File: src/rtl/pt_walker.sv
module pt_walker (
  input  logic        clk,
  input  logic        rst_n,
  input  logic        miss_valid,
  output logic        miss_ready,
  input  logic [31:0] miss_vaddr,
  input  logic [31:0] root_base,
  output logic        mem_req_valid,
  input  logic        mem_req_ready,
  output logic [31:0] mem_req_addr,
  input  logic        mem_rsp_valid,
  input  logic [31:0] mem_rsp_data,
  output logic        refill_valid,
  output logic [19:0] refill_vpn,
  output logic [19:0] refill_ppn,
  output logic [2:0]  refill_perm,
  output logic        fault_valid,
  output logic [31:0] fault_vaddr,
  output logic        fault_level
);

  typedef enum logic [2:0] {
    ST_IDLE, ST_L1_REQ, ST_L1_WAIT, ST_L2_REQ, ST_L2_WAIT, ST_DONE, ST_FAULT
  } state_t;

  state_t      state;
  logic [31:0] va_q;
  logic [31:0] base_q;
  logic [19:0] tbl_q;
  logic [2:0]  perm1_q;
  logic [19:0] ppn_q;
  logic [2:0]  perm2_q;
  logic        lvl_q;
  logic        unused_bits;

  assign unused_bits = ^mem_rsp_data[11:4];

  assign miss_ready    = state == ST_IDLE;
  assign mem_req_valid = state == ST_L1_REQ || state == ST_L2_REQ;
  assign mem_req_addr  = (state == ST_L2_REQ) ? {tbl_q, va_q[21:12], 2'b00}
                                               : base_q + {20'd0, va_q[31:22], 2'b00};
  assign refill_valid  = state == ST_DONE;
  assign refill_vpn    = va_q[31:12];
  assign refill_ppn    = ppn_q;
  assign refill_perm   = perm1_q & perm2_q;
  assign fault_valid   = state == ST_FAULT;
  assign fault_vaddr   = va_q;
  assign fault_level   = lvl_q;

  always_ff @(posedge clk) begin
    if (!rst_n) begin
      state   <= ST_IDLE;
      va_q    <= '0;
      base_q  <= '0;
      tbl_q   <= '0;
      perm1_q <= '0;
      ppn_q   <= '0;
      perm2_q <= '0;
      lvl_q   <= 1'b0;
    end else begin
      unique case (state)
        ST_IDLE: if (miss_valid) begin
          va_q   <= miss_vaddr;
          base_q <= root_base;
          state  <= ST_L1_REQ;
        end
        ST_L1_REQ: if (mem_req_ready) state <= ST_L1_WAIT;
        ST_L1_WAIT: if (mem_rsp_valid) begin
          tbl_q   <= mem_rsp_data[31:12];
          perm1_q <= mem_rsp_data[3:1];
          lvl_q   <= 1'b0;
          state   <= mem_rsp_data[0] ? ST_L2_REQ : ST_FAULT;
        end
        ST_L2_REQ: if (mem_req_ready) state <= ST_L2_WAIT;
        ST_L2_WAIT: if (mem_rsp_valid) begin
          ppn_q   <= mem_rsp_data[31:12];
          perm2_q <= mem_rsp_data[3:1];
          lvl_q   <= 1'b1;
          state   <= mem_rsp_data[0] ? ST_DONE : ST_FAULT;
        end
        ST_DONE:  state <= ST_IDLE;
        ST_FAULT: state <= ST_IDLE;
        default:  state <= ST_IDLE;
      endcase
    end
  end

  assert_req_hold_R4: assert property (@(posedge clk) disable iff (!rst_n)
    mem_req_valid && !mem_req_ready |=> mem_req_valid && $stable(mem_req_addr));

  assert_single_result_R10: assert property (@(posedge clk) disable iff (!rst_n)
    !(refill_valid && fault_valid));

  assert_result_pulse_R10: assert property (@(posedge clk) disable iff (!rst_n)
    refill_valid || fault_valid |=> miss_ready && !refill_valid && !fault_valid);

  assert_busy_R8: assert property (@(posedge clk) disable iff (!rst_n)
    miss_valid && miss_ready |=> !miss_ready);

  assert_no_req_idle_R8: assert property (@(posedge clk) disable iff (!rst_n)
    miss_ready |-> !mem_req_valid);

  assert_root_absent_R5: assert property (@(posedge clk) disable iff (!rst_n)
    fault_valid && !fault_level |-> $past(!mem_rsp_data[0]));

endmodule

File: config.mk
export PLATFORM = sky130hd
export DESIGN_NAME = pt_walker
export DESIGN_NICKNAME = d
export VERILOG_FILES = /design/src/rtl/pt_walker.sv
export SDC_FILE = /design/constraint.sdc
export NUM_CORES = 1
export LEC_CHECK = 0
export BUFFER_PORTS_ARGS = -buffer_cell sky130_fd_sc_hd__buf_2
export CORE_ASPECT_RATIO = 1.2
export CORE_MARGIN = 2
export CORE_UTILIZATION = 28
export CTS_CLUSTER_DIAMETER = 80
export CTS_CLUSTER_SIZE = 30
export DETAILED_ROUTE_END_ITERATION = 8
export SLEW_MARGIN = 5
export SYNTH_ARGS = -nofsm -noshare
export SYNTH_HDL_FRONTEND = slang
export SYNTH_SLANG_ARGS = --single-unit
export TNS_END_PERCENT = 100
File: constraint.sdc
create_clock -name clk -period 2.7 [get_ports clk]
set_input_delay 0.405 -clock clk [delete_from_list [all_inputs] [get_ports clk]]
set_output_delay 0.405 -clock clk [all_outputs]
set_load 0.01 [all_outputs]
==> out/qor.yml <==
outcome: "complete, but fails checks"
failed_checks: "negative setup slack"
detail-route-antenna-nets: 0
die_h_um: 158.6
seq_area_frac_synth_pct: 40.93
cts_tree: "done"
start_util_pct: 28.52
synth_area_leaders: "dfxtp_1 (41%), nand2_1 (17%), a21boi_0 (15%), xor2_1 (3.9%), buf_4 (2.7%)"
cp_cell_sequence: "buf_4, fa_2, a211o_1, a21oi_2, buf_6, o211ai_4, nand3_2, xor2_1, o21ai_1, buf_2"
grt_max_degree: 78
ys_types: 44
cp_slowest_cell: "fa_2"
layout-drive-gt1-share_pct: 35.13
routed_wl_um: 16960
endpoint_kind: "output pin"
io_pins: 213
avgRoutedWirePerCell_um: 14.46
synth_area_mm2: 0.005575
final-seq-area_mm2: 0.002291
max_slew_margin_pct: 41.09
whs_ns: 0.2275
die_w_um: 132.8
coreArea_mm2: 0.01955
vias_per_cell: 4.542
ys_warn_count: 0
period_share_pct: 107.9
rsz0062_at_grt: "yes"
clockBufferDepth: 2
power.density_mw_per_mm2: 659.2
p_leak_uw: 0.003369
hpwl_um: 11650
drt_pass1_iterations: 4
synthArstFlopShare_pct: 0
crit_buf_inv: 3
fillers: 2008
cts_hold_buf: 0
grt_pass1_wl_um: 26100
place_area_mm2: 0.006775
setup_viol: 23
synth_cells: 710
hold_viol: 0
cts_buffers: 17
tightest_slew_ns: 0.8836
cap_violations: 0
path_class: "reg -> out"
drc: 0
cts.sinks: 114
path_delay_family: "compound AO/OA/AOI/OAI gates"
synth_area_per_cell_um2: 7.853
regToRegStartpoint: "state[1]$_SDFFE_PN0P_"
min_path_type: "in -> reg"
gr-usage-all-layers_pct: 15.93
max_stage_delay_ns: 0.39
nets: 1010
startpoint_type: "flop"
rows: 56
maxSlewViolCount: 0
hp-start: "miss_vaddr[28]"
grt-ovfl-total: 0
synth_edf_count: 0
antenna_found_initial: 1
crit_fanout: 5
postLayoutCellArea_mm2: 0.007781
startpoint: "fault_vaddr[23]$_SDFFE_PN0P_"
required_ns: 2.30
synth_area_leader_cell: "dfxtp_1"
syn_to_final_growth_pct: 39.56
vias: 5328
min_period_ns: 2.914
port-buffer-count: 204
insertion_delay_ns: 0.42
ir_drop_mv: 0.3916
max_freq_mhz: 343.1
grt_pass1_vias: 4991
setup_ws_ns: -0.2143
arrival_ns: 2.51
cts-root-buf: "clkbuf_16"
die_area_mm2: 0.02106
syn_nets: 822
synth_top_area_share_pct: 40.93
drt-initial-drc-count: 149
ys.flop_type: "dfxtp_1"
htreeDepth: 4
synth_seq_cells: 114
multiInputGateArea_mm2: 0.003258
place_congestion: 0.8222
clock_skew_ns: 0.007370
path_clk_slew_ns: 0.06
## flip-flops by register name (all words and copies together), names as in the netlist
name,flops
fault_level,1
perm1_q,3
base_q,32
tbl_q,20
refill_ppn,20
fault_vaddr,32
perm2_q,3
state,3
## placed cells by master (no fill, tap or decap), drive strengths merged, types with 2 or more instances in the layout
cell,instances
o22ai,2
nand4,2
xor2,25
and3b,2
nand3,8
nand2,258
o2111ai,2
and2,10
nor2b,5
a21o,4
nor2,12
and3,7
a21oi,16
buf,234
clkinvlp,2
ha,10
clkbuf,19
dfxtp,114
o211ai,5
clkinv,5
and4,5
o21a,2
a21boi,111
inv,5
bufinv,2
xnor2,4
o21ai,27
## where the power goes
| part | leakage [uW] | switching, uW | internal (uW) |
|---|---|---|---|
| logic | 0.00215 | 524 | 400 |
| clock network | 0.000291 | 876 | 1420 |
| registers | 0.000931 | 109 | 1800 |
## cell families (layout without fill, tap and decap cells)
group / count (synthesis) / in the layout / share of synthesized area, %
AO/OA/AOI/OAI: 174 / 175 / 21.99
XOR/XNOR: 29 / 29 / 4.556
flip-flops: 114 / 114 / 40.93
adder cells (fa/ha/maj): 12 / 12 / 2.783
buffers and inverters: 67 / 267 / 6.261
AND/OR/NAND/NOR: 314 / 314 / 23.47
other: 0 / 1 / 0
## layer usage
layer	vias to the layer above	routed length, um	global-route usage, %
li1	2714	-	-
met1	2441	7309	18.09
met2	150	8484	28.57
met3	23	853	4.139
met4	0	315	6.400
met5	-	0	0
## timing repair
item / 4_1_cts / 5_1_grt
pin swaps: 24 / 29
setup buffers: 3 / 5
cloned: 2 / 0
resized for setup: 42 / 46
endpoints found under the setup margin: 28 / 32
## area by class of cell
class | count | share of cell area (%)
Timing Repair Buffer | 234 | 16.66
Clock inverter | 13 | 1.930
Sequential cell | 114 | 29.44
Clock buffer | 19 | 5.821
Antenna cell | 1 | 0.03216
Tap cell | 261 | 4.197
Multi-Input combinational cell | 530 | 41.87
Inverter | 1 | 0.04824
## tightest hold or removal path: stages
cell and delay (ns):
buf_2 0.09, nand2_1 0.04, a21boi_0 0.06
## through the flow
stage                     worst slack (ns)  instances  utilization, %   TNS, ns  power (uW)
after floorplan                     0.1053        710               -         0        2441
after global placement            -0.01033       1131           34.66  -0.01033        2801
after detailed placement          -0.01438       1131           34.66  -0.01438        2805
after CTS                          -0.2972       1168           38.61    -5.348        5147
after global routing               -0.3589       1173           39.80    -6.213        5377
final                              -0.2143       1173           39.80    -3.047        5129
## synthesized netlist by cell type, drive strengths merged (5+ instances only)
cell type	n
o21ai	27
nand2	258
and4	5
clkbuf	33
buf	33
nor2	12
ha	10
a21boi	111
dfxtp	114
nand3	8
a21oi	16
nor2b	5
and2	10
and3	7
xor2	25
## final timing paths
path,to,slack (ns),depth (start not counted)
worst max-delay path,mem_req_addr[18],-0.21,10
worst max register to register,fault_vaddr[22]$_SDFFE_PN0P_,0.76,5
worst min-delay path,fault_vaddr[28]$_SDFFE_PN0P_,0.23,3
worst min register to register,tbl_q[3]$_SDFFE_PN0P_,0.45,2
Power figures use the tool's default switching activity.
